==> config.mk <==
export PLATFORM = sky130hd
export DESIGN_NAME = pwm_timer_unit
export DESIGN_NICKNAME = d
export VERILOG_FILES = /design/src/rtl/pwmt_pkg.sv /design/src/rtl/pwmt_prescale.sv /design/src/rtl/pwmt_channel.sv /design/src/rtl/pwm_timer_unit.sv
export SDC_FILE = /design/constraint.sdc
export NUM_CORES = 1
export LEC_CHECK = 0
export ABC_AREA = 1
export BUFFER_PORTS_ARGS = -buffer_cell sky130_fd_sc_hd__buf_2
export CAP_MARGIN = 30
export CORE_UTILIZATION = 57
export CTS_CLUSTER_DIAMETER = 120
export DETAILED_ROUTE_END_ITERATION = 10
export PLACE_DENSITY = 0.76
export SLEW_MARGIN = 20
export SYNTH_ARGS = -nofsm -noshare
export SYNTH_HDL_FRONTEND = slang
export SYNTH_SLANG_ARGS = --single-unit
==> constraint.sdc <==
create_clock -name clk -period 2.45 [get_ports clk]
set_clock_uncertainty 0.2 [all_clocks]
set_input_delay 0.1225 -clock clk [delete_from_list [all_inputs] [get_ports clk]]
set_output_delay 0.1225 -clock clk [all_outputs]
set_load 0.01 [all_outputs]
==> src/rtl/pwmt_pkg.sv <==
`timescale 1ns/1ps
package pwmt_pkg;

   // Register slots inside one channel window (word index = byte offset / 4)
   typedef enum logic [3:0] {
      RI_CTRL = 4'd0,
      RI_MODE = 4'd1,
      RI_IOC  = 4'd2,
      RI_IEN  = 4'd3,
      RI_STAT = 4'd4,
      RI_CNT  = 4'd5,
      RI_CMPA = 4'd6,
      RI_CMPB = 4'd7,
      RI_CMPC = 4'd8,
      RI_CMPD = 4'd9
   } reg_idx_e;

   localparam int unsigned REG_COUNT = 10;
   localparam logic [3:0]  IDX_NONE  = 4'hF;

   // Field encodings
   localparam logic [2:0] CLR_SRC_CMPB = 3'b010;
   localparam logic [3:0] MODE_PWM     = 4'h2;
   localparam logic [3:0] IOC_LO_HI    = 4'h2;

endpackage

==> src/rtl/pwmt_prescale.sv <==
`timescale 1ns/1ps
module pwmt_prescale #(
   parameter int unsigned SEL_W     = 2,
   parameter int unsigned STEP_LOG2 = 2
) (
   input  logic             clk,
   input  logic             rst_n,
   input  logic             run,
   input  logic [SEL_W-1:0] sel,
   output logic             tick
);

   localparam int unsigned PRE_W = ((1 << SEL_W) - 1) * STEP_LOG2;
   localparam int          STEP  = STEP_LOG2;

   if (STEP_LOG2 < 1) begin : g_bad_step
      $error("pwmt_prescale: STEP_LOG2 must be at least 1");
   end

   logic [PRE_W-1:0] pre_q;
   logic [PRE_W-1:0] lim;

   // terminal count = 2**(sel*STEP) - 1, built as a run of low ones
   always_comb begin
      for (int b = 0; b < int'(PRE_W); b++) begin
         lim[b] = (b < int'(sel) * STEP);
      end
   end

   assign tick = run && (pre_q == lim);

   always_ff @(posedge clk) begin
      if (!rst_n) begin
         pre_q <= '0;
      end else if (!run || tick) begin
         pre_q <= '0;
      end else begin
         pre_q <= pre_q + 1'b1;
      end
   end

endmodule

==> src/rtl/pwmt_channel.sv <==
`timescale 1ns/1ps
module pwmt_channel
   import pwmt_pkg::*;
#(
   parameter int unsigned DATA_W    = 16,
   parameter int unsigned PSEL_W    = 2,
   parameter int unsigned STEP_LOG2 = 2
) (
   input  logic              clk,
   input  logic              rst_n,
   input  logic              run,
   input  logic              wr_en,
   input  logic [3:0]        wr_idx,
   input  logic [DATA_W-1:0] wr_data,
   input  logic [3:0]        rd_idx,
   output logic [DATA_W-1:0] rd_data,
   output logic [DATA_W-1:0] cnt_o,
   output logic [1:0]        flags_o,
   output logic              pwm_o
);

   localparam int unsigned N_CMP = 4;

   logic [DATA_W-1:0] ctrl_q, mode_q, ioc_q, ien_q, cnt_q;
   logic [DATA_W-1:0] cmp_q [N_CMP];
   logic [1:0]        flag_q;
   logic              pwm_q;
   logic              tick;
   logic              hit_a, hit_b, clr_on_b, pwm_cfg, level;
   logic [1:0]        flag_clr;

   pwmt_prescale #(
      .SEL_W     (PSEL_W),
      .STEP_LOG2 (STEP_LOG2)
   ) u_pre (
      .clk   (clk),
      .rst_n (rst_n),
      .run   (run),
      .sel   (ctrl_q[PSEL_W-1:0]),
      .tick  (tick)
   );

   assign clr_on_b = (ctrl_q[7:5] == CLR_SRC_CMPB);
   assign pwm_cfg  = (mode_q[3:0] == MODE_PWM) && (ioc_q[3:0] == IOC_LO_HI);
   assign hit_a    = tick && (cnt_q == cmp_q[0]);
   assign hit_b    = tick && (cnt_q == cmp_q[1]);
   assign level    = (cmp_q[0] < cmp_q[1]) && (cnt_q >= cmp_q[0]);
   assign flag_clr = (wr_en && wr_idx == RI_STAT) ? wr_data[1:0] : 2'b00;

   // plain configuration storage
   always_ff @(posedge clk) begin
      if (!rst_n) begin
         ctrl_q <= '0;
         mode_q <= '0;
         ioc_q  <= '0;
         ien_q  <= '0;
         for (int i = 0; i < int'(N_CMP); i++) cmp_q[i] <= '0;
      end else if (wr_en) begin
         case (wr_idx)
            RI_CTRL: ctrl_q   <= wr_data;
            RI_MODE: mode_q   <= wr_data;
            RI_IOC:  ioc_q    <= wr_data;
            RI_IEN:  ien_q    <= wr_data;
            RI_CMPA: cmp_q[0] <= wr_data;
            RI_CMPB: cmp_q[1] <= wr_data;
            RI_CMPC: cmp_q[2] <= wr_data;
            RI_CMPD: cmp_q[3] <= wr_data;
            default: ;
         endcase
      end
   end

   // counter, match flags and output
   always_ff @(posedge clk) begin
      if (!rst_n) begin
         cnt_q  <= '0;
         flag_q <= '0;
         pwm_q  <= 1'b0;
      end else begin
         if (!run && wr_en && wr_idx == RI_CNT) begin
            cnt_q <= wr_data;
         end else if (tick) begin
            cnt_q <= (hit_b && clr_on_b) ? '0 : cnt_q + 1'b1;
         end
         flag_q <= (flag_q & ~flag_clr) | {hit_b, hit_a};
         if (run) begin
            pwm_q <= pwm_cfg && level;
         end
      end
   end

   always_comb begin
      case (rd_idx)
         RI_CTRL: rd_data = ctrl_q;
         RI_MODE: rd_data = mode_q;
         RI_IOC:  rd_data = ioc_q;
         RI_IEN:  rd_data = ien_q;
         RI_CMPA: rd_data = cmp_q[0];
         RI_CMPB: rd_data = cmp_q[1];
         RI_CMPC: rd_data = cmp_q[2];
         RI_CMPD: rd_data = cmp_q[3];
         default: rd_data = '0;
      endcase
   end

   assign cnt_o   = cnt_q;
   assign flags_o = flag_q;
   assign pwm_o   = pwm_q;

endmodule

==> src/rtl/pwm_timer_unit.sv <==
`timescale 1ns/1ps
module pwm_timer_unit
   import pwmt_pkg::*;
#(
   parameter int unsigned NCH        = 3,
   parameter int unsigned ADDR_W     = 9,
   parameter int unsigned DATA_W     = 16,
   parameter int unsigned CH_BASE    = 64,
   parameter int unsigned CH_SHIFT   = 6,
   parameter int unsigned START_ADDR = 0,
   parameter int unsigned PSEL_W     = 2,
   parameter int unsigned STEP_LOG2  = 2
) (
   input  logic              clk,
   input  logic              rst_n,
   input  logic              bus_en,
   input  logic              bus_we,
   input  logic [ADDR_W-1:0] bus_addr,
   input  logic [DATA_W-1:0] bus_wdata,
   output logic [DATA_W-1:0] bus_rdata,
   output logic [NCH-1:0]    pwm_out
);

   localparam int unsigned      STRIDE   = 1 << CH_SHIFT;
   localparam int               BASE_BLK = CH_BASE >> CH_SHIFT;
   localparam logic [ADDR_W-1:0] START_A = ADDR_W'(START_ADDR);

   // elaboration-time parameter checks
   if (NCH < 1 || NCH > DATA_W) begin : g_bad_nch
      $error("pwm_timer_unit: NCH must lie in 1..DATA_W");
   end
   if (DATA_W < 8) begin : g_bad_dw
      $error("pwm_timer_unit: DATA_W must be at least 8");
   end
   if (CH_SHIFT < 6) begin : g_bad_shift
      $error("pwm_timer_unit: channel window too small for its registers");
   end
   if (CH_BASE % STRIDE != 0 || CH_BASE <= START_ADDR) begin : g_bad_base
      $error("pwm_timer_unit: CH_BASE must be stride-aligned and above the start register");
   end
   if (CH_BASE + NCH * STRIDE > (1 << ADDR_W)) begin : g_bad_aw
      $error("pwm_timer_unit: ADDR_W too narrow for the channel windows");
   end

   logic [NCH-1:0]             run_q;
   logic [NCH-1:0]             ch_hit, ch_wr;
   logic [NCH-1:0][DATA_W-1:0] ch_rd, ch_cnt;
   logic [NCH-1:0][1:0]        ch_flags;
   logic [CH_SHIFT-1:0]        off;
   logic                       word_ok;
   logic [3:0]                 reg_idx;
   logic                       start_wr;

   assign off      = bus_addr[CH_SHIFT-1:0];
   assign word_ok  = (off[1:0] == 2'b00) && (int'(off[CH_SHIFT-1:2]) < int'(REG_COUNT));
   assign reg_idx  = word_ok ? off[5:2] : IDX_NONE;
   assign start_wr = bus_en && bus_we && (bus_addr == START_A);

   always_ff @(posedge clk) begin
      if (!rst_n) begin
         run_q <= '0;
      end else if (start_wr) begin
         run_q <= bus_wdata[NCH-1:0];
      end
   end

   for (genvar n = 0; n < int'(NCH); n++) begin : g_ch
      assign ch_hit[n] = bus_en && (int'(bus_addr[ADDR_W-1:CH_SHIFT]) == BASE_BLK + n);
      assign ch_wr[n]  = ch_hit[n] && bus_we;

      pwmt_channel #(
         .DATA_W    (DATA_W),
         .PSEL_W    (PSEL_W),
         .STEP_LOG2 (STEP_LOG2)
      ) u_chan (
         .clk     (clk),
         .rst_n   (rst_n),
         .run     (run_q[n]),
         .wr_en   (ch_wr[n]),
         .wr_idx  (reg_idx),
         .wr_data (bus_wdata),
         .rd_idx  (reg_idx),
         .rd_data (ch_rd[n]),
         .cnt_o   (ch_cnt[n]),
         .flags_o (ch_flags[n]),
         .pwm_o   (pwm_out[n])
      );
   end

   // read path: counter and status come from the observation buses
   always_comb begin
      bus_rdata = '0;
      if (bus_en && !bus_we) begin
         if (bus_addr == START_A) begin
            bus_rdata = DATA_W'(run_q);
         end
         for (int n = 0; n < int'(NCH); n++) begin
            if (ch_hit[n]) begin
               if (reg_idx == RI_CNT)       bus_rdata = ch_cnt[n];
               else if (reg_idx == RI_STAT) bus_rdata = DATA_W'(ch_flags[n]);
               else                         bus_rdata = ch_rd[n];
            end
         end
      end
   end

endmodule

==> results of run 1 <==
==> sequential cells by signal, summed over array words and instances (netlist names) <==
register                 count
g_ch.u_chan.ien_q           48
g_ch.u_chan.cnt_o           48
g_ch.u_chan.pwm_o            3
run_q                        3
g_ch.u_chan.cmp_q          192
g_ch.u_chan.u_pre.pre_q     18
g_ch.u_chan.flags_o          6
g_ch.u_chan.ioc_q           48
g_ch.u_chan.mode_q          48
g_ch.u_chan.ctrl_q          48
==> cell type report <==
class	instances	area share
Clock buffer	72	0.0481
Clock inverter	20	0.00790
Inverter	293	0.0388
Multi-Input combinational cell	2129	0.397
Sequential cell	462	0.378
Tap cell	539	0.0228
Timing Repair Buffer	321	0.108
Timing Repair inverter	1	0.000169
==> kinds of logic (layout without fill, tap and decap cells) <==
| group | count (synthesis) | in the layout | synth area share |
|---|---|---|---|
| buffers and inverters | 480 | 707 | 0.0794 |
| xor gates and xnor gates | 76 | 76 | 0.0275 |
| adders and majority gates | 99 | 99 | 0.0512 |
| AOI/OAI and AO/OA | 805 | 805 | 0.176 |
| DFF | 462 | 462 | 0.462 |
| and+or+nand+nor | 1149 | 1149 | 0.204 |
==> cells in the mapped netlist, drive strengths merged, types with 2 or more instances <==
cell / instances
nand2: 507
a21oi: 393
nor2: 379
o21ai: 303
inv: 274
dfxtp: 270
edfxtp: 192
nand3: 124
clkbuf: 113
ha: 99
nand4: 79
buf: 74
xor2: 64
o22ai: 57
nor3: 37
a22oi: 19
clkinv: 19
nor4: 15
xnor2: 12
a211oi: 8
o21a: 8
o211ai: 6
a22o: 3
and2: 2
nor3b: 2
o2111ai: 2
o21bai: 2
==> final timing paths <==
| check | endpoint | depth (start not counted) | slack, ns |
|---|---|---|---|
| max | bus_rdata[0] | 15 | -0.05 |
| min | g_ch[2].u_chan.flags_o[1] | 7 | 0.01 |
| min reg2reg | g_ch[2].u_chan.u_pre.pre_q[0] | 1 | 0.26 |
| max reg2reg | g_ch[2].u_chan.cnt_o[10] | 12 | 0.17 |
==> repair_timing <==
action / 4_1_cts / 5_1_grt
pin swaps: 8 / 82
cloned: 0 / 8
hold buffers: 22 / 0
hold endpoints to repair: 319 / 0
gates resized for setup: 51 / 217
setup buffers: 4 / 49
endpoints found under the setup margin: 16 / 19
==> power breakdown <==
| group | leakage (nW) | switching, mW | total [mW] | internal (mW) |
|---|---|---|---|---|
| clock | 0.813 | 3.33 | 7.71 | 4.38 |
| combinational | 7.30 | 0.820 | 1.20 | 0.378 |
| sequential | 4.00 | 0.105 | 8.27 | 8.16 |
| total | 12.1 | 4.26 | 17.2 | 12.9 |
==> worst max-delay path, delay by kind of cell <==
kind,cells,cell delay (ns)
compound gates,2,0.27
buf+inv,4,0.52
simple gates,9,1.25
==> layout by cell type (no fill, tap or decap), types with 12 or more instances in the layout <==
master         netlist  routed
dlygate4sd3_1        0      22
ha_1                99      98
nand2_2              5      39
clkinv_2             0      13
xnor2_1             12      12
nand3_1            118     108
nand4_1             75      75
o22ai_1             57      52
buf_6                0      28
nand3_2              5      14
inv_2               16      24
a21oi_2              0      16
dfxtp_1            270     262
clkbuf_16            0      56
nor2_1             370     325
nand2_1            502     464
xor2_1              64      64
a21oi_1            393     370
buf_12               0      42
inv_1              257     243
buf_4               12     179
nor3_1              35      28
clkbuf_1           113      12
nor2_4               2      18
edfxtp_1           192     192
clkinv_1            19      16
o21ai_1              5      27
buf_2               56      35
nor2_2               5      34
a22oi_1             19      19
o21ai_0            295     269
nor4_1              15      13
==> per-layer routing <==
metal	up-vias	track usage
met1	11305	0.530
li1	10799	-
met4	0	0.186
met2	1722	0.630
met3	338	0.0756
met5	-	0
==> run metrics, run 1 <==
main area contributors after synthesis edfxtp_1 24%, dfxtp_1 22%, a21oi_1 8.1%; Clk Latency, worst-skew pair 0.63 ns; Slew Viols, Final 0; drc violations 0; hold crit path type primary input to flop; DRT iter0 DRCs 3,707; Leakage between 10 and 15 nW; Max Fclk around 400 MHz; Largest stage delay, worst path 0.24 ns; Tcrit/Tclk final 1.02; row count 75; Setup violations, final 7; Post-synth top flop dfxtp_1; Clk Tree Root Cell clkbuf_16; vias in the first global route roughly 22,000; largest net degree at the start of global routing between 60 and 70; antenna violations before repair 0; CP endpoint kind output pin; Multi-input gate area around 12,000 µm²; post-route ant nets 0; total CTS buffers ~50; final cell count without fillers about 3,800; Final Hold Viols 0; post-synthesis sequential area ratio 0.462; Routed WL 90,800 µm; highest routed layer met4; Starting Density 0.578; Setup TNS Final -0.117 ns; Worst EP required between 2 and 2.5 ns; Least-Margin Pin Slew 0.751 ns; max_cap viols 0; Sink Count 462; Worst EP arrival around 2.2 ns; Hold Startpoint bus_addr[8]; WL met3 around 11,000 µm; Ant. Diodes 0; DR vias between 20,000 and 25,000; Yosys reg bits 462; Startpoint Class primary input; Synth Instances just over 3,000; post-synth net total 3,199; Synth top area share 0.238; Die Y-Extent around 210 µm; max_slew headroom 0.497; failing checks negative setup slack; clock buffer depth 3; CP Launch Point bus_addr[1]; PwrDens slightly below 600 nW/µm²; VDD IR-drop max 0.580 mV; final instance area between 20,000 and 30,000 µm²; IO Count 48; Distinct cells, synth 51; dpl ws -0.243 ns; routed wl met2 slightly above 40,000 µm; WL/cell 23.7 µm; hold_ws ~0.013 ns; post-synthesis cell area about 24,000 µm²; Setup WS post-layout -0.0510 ns; layout cell share with drive strength beyond 1 0.178; FF/Latch Area around 11,000 µm²; placed inst area approximately 26,000 µm²; drt first pass iters 6; M1 wire length approximately 34,000 µm; die area roughly 43,000 µm²; Final HPWL DP between 60,000 and 70,000 µm; clock-pin slew of the registers on the worst-case setup and hold paths ~0.060 ns; total gr overflow 0; outcome finished, violations left; CTS tree built; CP Class primary input to output pin; area delta synth->final 22.4%; CP Max Fanout 7; Total Routing Usage GR 0.399; Die Wd 208 µm; final core utilization 0.707; first-pass GRT wire length 131,000 µm; depth of the CTS H-tree 2; crit-path cells buf_6 -> nor2_4 -> nand2_2 -> nand2_4 -> nand3_4 -> nor2_4 -> buf_12 -> buf_4 -> nand2_1 -> nand2_1 -> a21oi_1 -> nand4_1 -> nand2_2 -> a21oi_4 -> buf_6; fin nets between 3,000 and 4,000; Placed Cells incl. Taps ~3,700; fin crit period 2.50 ns; Yosys Warn Count 0; Post-synth EDFFs roughly 190; slowest CP cell nor2_4; core area about 42,000 µm²; Overall Power between 15 and 20 mW; FILL cells 3,278; GPL Wtd Cong roughly 1; FF-to-FF Start g_ch[2].u_chan.cnt_o[1]; IO Port Bufs 47; routed vias/inst roughly 6.3; Async SR Flop Fraction 0; RSZ-0062 raised after global routing yes; leading area contributor after synthesis edfxtp_1; Syn Area/Cell slightly below 8 µm²
Power figures use the tool's default switching activity.
==> run 2, diff against run 1 <==
--- a/config.mk
+++ b/config.mk
@@ -8,10 +8,10 @@
 export ABC_AREA = 1
 export BUFFER_PORTS_ARGS = -buffer_cell sky130_fd_sc_hd__buf_2
 export CAP_MARGIN = 30
-export CORE_UTILIZATION = 57
+export CORE_UTILIZATION = 46
 export CTS_CLUSTER_DIAMETER = 120
 export DETAILED_ROUTE_END_ITERATION = 10
-export PLACE_DENSITY = 0.76
+export GPL_TIMING_DRIVEN = 0
 export SLEW_MARGIN = 20
 export SYNTH_ARGS = -nofsm -noshare
 export SYNTH_HDL_FRONTEND = slang
==> run 2 against run 1 <==
Compared with the run above: the run still ends with negative setup slack left; critical endpoint is now bus_rdata[4]; clock power increased by 2%; die area increased by 24%; final cell count grew 3.5%; fmax down 9.9%; sequential power is essentially flat; core utilization down 15 points; critical path depth increased by 2; non-clock buffer count shrank 16.
==> run metrics, run 2 (synthesis results as in run 1) <==
Least-Margin Pin Slew about 1.1 ns; hold_ws between 0.03 and 0.04 ns; Sw Share 0.262; IO Port Bufs 46; Leakage approximately 12 nW; vias in the first global route roughly 22,000; clock-pin slew of the registers on the worst-case setup and hold paths approximately 0.06 ns; Crit path buffers/inverters 4; row count 83; CP endpoint kind output pin; first-pass GRT wire length ~160,000 µm; Sink Count roughly 460; IO Count 48; total gr overflow 0; layout cell share with drive strength beyond 1 0.141; die area approximately 53,000 µm²; fin crit period around 2.8 ns; Worst EP arrival roughly 2.5 ns; Worst EP required between 2 and 2.5 ns; Startpoint Class primary input; Crit path depth 17; Int Power between 10 and 15 mW; FF/Latch Area approximately 11,000 µm²; fin nets 3,372; VDD IR-drop max between 0.5 and 0.6 mV; Setup TNS Final -3.44 ns; routed vias/inst 6.17; worst r2r path cells 10; Starting Density 0.468; largest net degree at the start of global routing 17; Total Routing Usage GR 0.411; Clk pwr share 0.453; Die Wd between 200 and 250 µm; Final Hold Viols 0; Clk Latency, worst-skew pair about 0.63 ns; gr busiest metal met2; GR met3 Demand/Resource 0.0819; area delta synth->final 18.5%; final cell count without fillers approximately 4,000; outcome finished, violations left; slowest CP cell nor2_4; Setup WS post-layout -0.325 ns; drt first pass iters 6; Tcrit/Tclk final 1.13; CTS tree built; Final HPWL DP just over 80,000 µm; flop-to-flop setup slack about 0.080 ns; CP Max Fanout 10; failing checks negative setup slack; GPL Wtd Cong between 1 and 1.5; highest-count cells in the layout ignoring fill and taps 475 x nand2_1, 379 x a21oi_1, 340 x nor2_1; Largest stage delay, worst path 0.25 ns; max reg flops between 150 and 200; drc violations 0; met2 GRT Util 0.608; RSZ-0062 raised after global routing yes; Worst path most repeated cell nand2_1; hold crit path type primary input to flop; Placed Cells incl. Taps between 3,000 and 4,000; grt met1 use 0.527; Setup violations, final 16; Worst Hold Path Cells 3; Sw Pwr 4.56 mW; Die Y-Extent approximately 230 µm; DR vias between 20,000 and 25,000; Max Fclk approximately 360 MHz; register share of total power 0.476; DRT iter0 DRCs 3,781; leading cell type in the layout, fill and taps excluded nand2_1; Slew Viols, Final 0; max_slew headroom 0.269; core area ~52,000 µm²; depth of the CTS H-tree 2; dpl ws -1.09 ns; delay-heaviest family, CP simple AND/OR/NAND/NOR gates; Biggest register g_ch.u_chan.cmp_q; antenna violations before repair 1; CP Class primary input to output pin; final core utilization 0.555; total CTS buffers between 50 and 60; PwrDens between 600 and 700 nW/µm²; clock buffer depth 3; WL/cell between 20 and 30 µm; Combinational Power Share 0.070; crit-path cells buf_8 -> nor2_4 -> nand2_4 -> nand2_4 -> o21ai_4 -> nand2_2 -> inv_2 -> buf_6 -> nand2_1 -> nand2_1 -> a21oi_1 -> nand3_1 -> nand2_1 -> nand2_1 -> nor2_4 -> nor2_1 -> buf_2; max_cap viols 0; Routed WL 112,000 µm; post-route ant nets 0; Multi-input gate area ~12,000 µm²; FILL cells about 4,800; Clk Tree Root Cell clkbuf_16
-- run 2: cell count changes in the layout (fill, tap and decap cells not counted), sizes merged --
| cell | change |
|---|---|
| buf | -109 |
| bufinv | +1 |
| clkbuf | +98 |
| clkdlybuf4s15 | +1 |
| clkinv | +8 |
| clkinvlp | +1 |
| diode | +2 |
| dlygate4sd3 | -14 |
| inv | +4 |
-- run 2: power groups by stage --
stage	Combinational, mW	Sequential, mW	Clock, mW
CTS	1.15	8.27	7.83
detailed placement	1.07	8.44	0
global route	1.26	8.29	8.14
global placement	1.02	8.44	0
finish	1.23	8.28	7.88
floorplan	0.542	8.39	0
-- run 2: final cells by class --
cell class              instances  area share
inverters                     293      0.0399
flip-flops and latches        462       0.390
repair buffers                119      0.0360
repair inverters                1    0.000306
diodes                          2    0.000175
clock inverters                34      0.0106
well taps                     680      0.0297
clock buffers                  64      0.0470
plain buffers                 186      0.0370
multi-input cells            2129       0.409
-- run 2: repair_timing --
action                                  in CTS  in global routing
cloned                                       0                  2
gates resized for setup                    199                 82
hold endpoints to repair                    28                  0
hold buffers                                 8                  0
setup buffers                               32                 18
endpoints found under the setup margin      49                122
pin swaps                                   31                 38
-- run 2: worst reg2reg max path, delay by kind of cell, from the launching register on --
kind                       cells  cell delay [ns]
and+or+nand+nor                6             0.96
buffers and inverters          1             0.12
AOI/OAI and AO/OA              2             0.28
DFF                            1             0.45
adders and majority gates      1             0.29
-- run 2: per-stage QoR --
stage                     instance area [µm²]  total power [mW]
after CTS                               28100              17.3
after floorplan                         24200              8.94
final                                   28600              17.4
after global routing                    28600              17.7
after detailed placement                25500              9.51
after global placement                  25300              9.46
-- run 2: path summary, 6_finish.rpt --
path | from | end
worst max-delay path | bus_addr[1] | bus_rdata[4]
worst min-delay path | bus_wdata[8] | g_ch[2].u_chan.ioc_q[8]
worst max register to register | g_ch[0].u_chan.cmp_q[0][14] | g_ch[0].u_chan.pwm_o
worst min register to register | g_ch[1].u_chan.pwm_o | g_ch[1].u_chan.pwm_o
-- run 2: routing by layer --
layer,share of wire,vias to the layer above
met5,0.000098,-
met4,0.089,2
met3,0.11,385
met2,0.42,1648
met1,0.37,11680
li1,-,10788
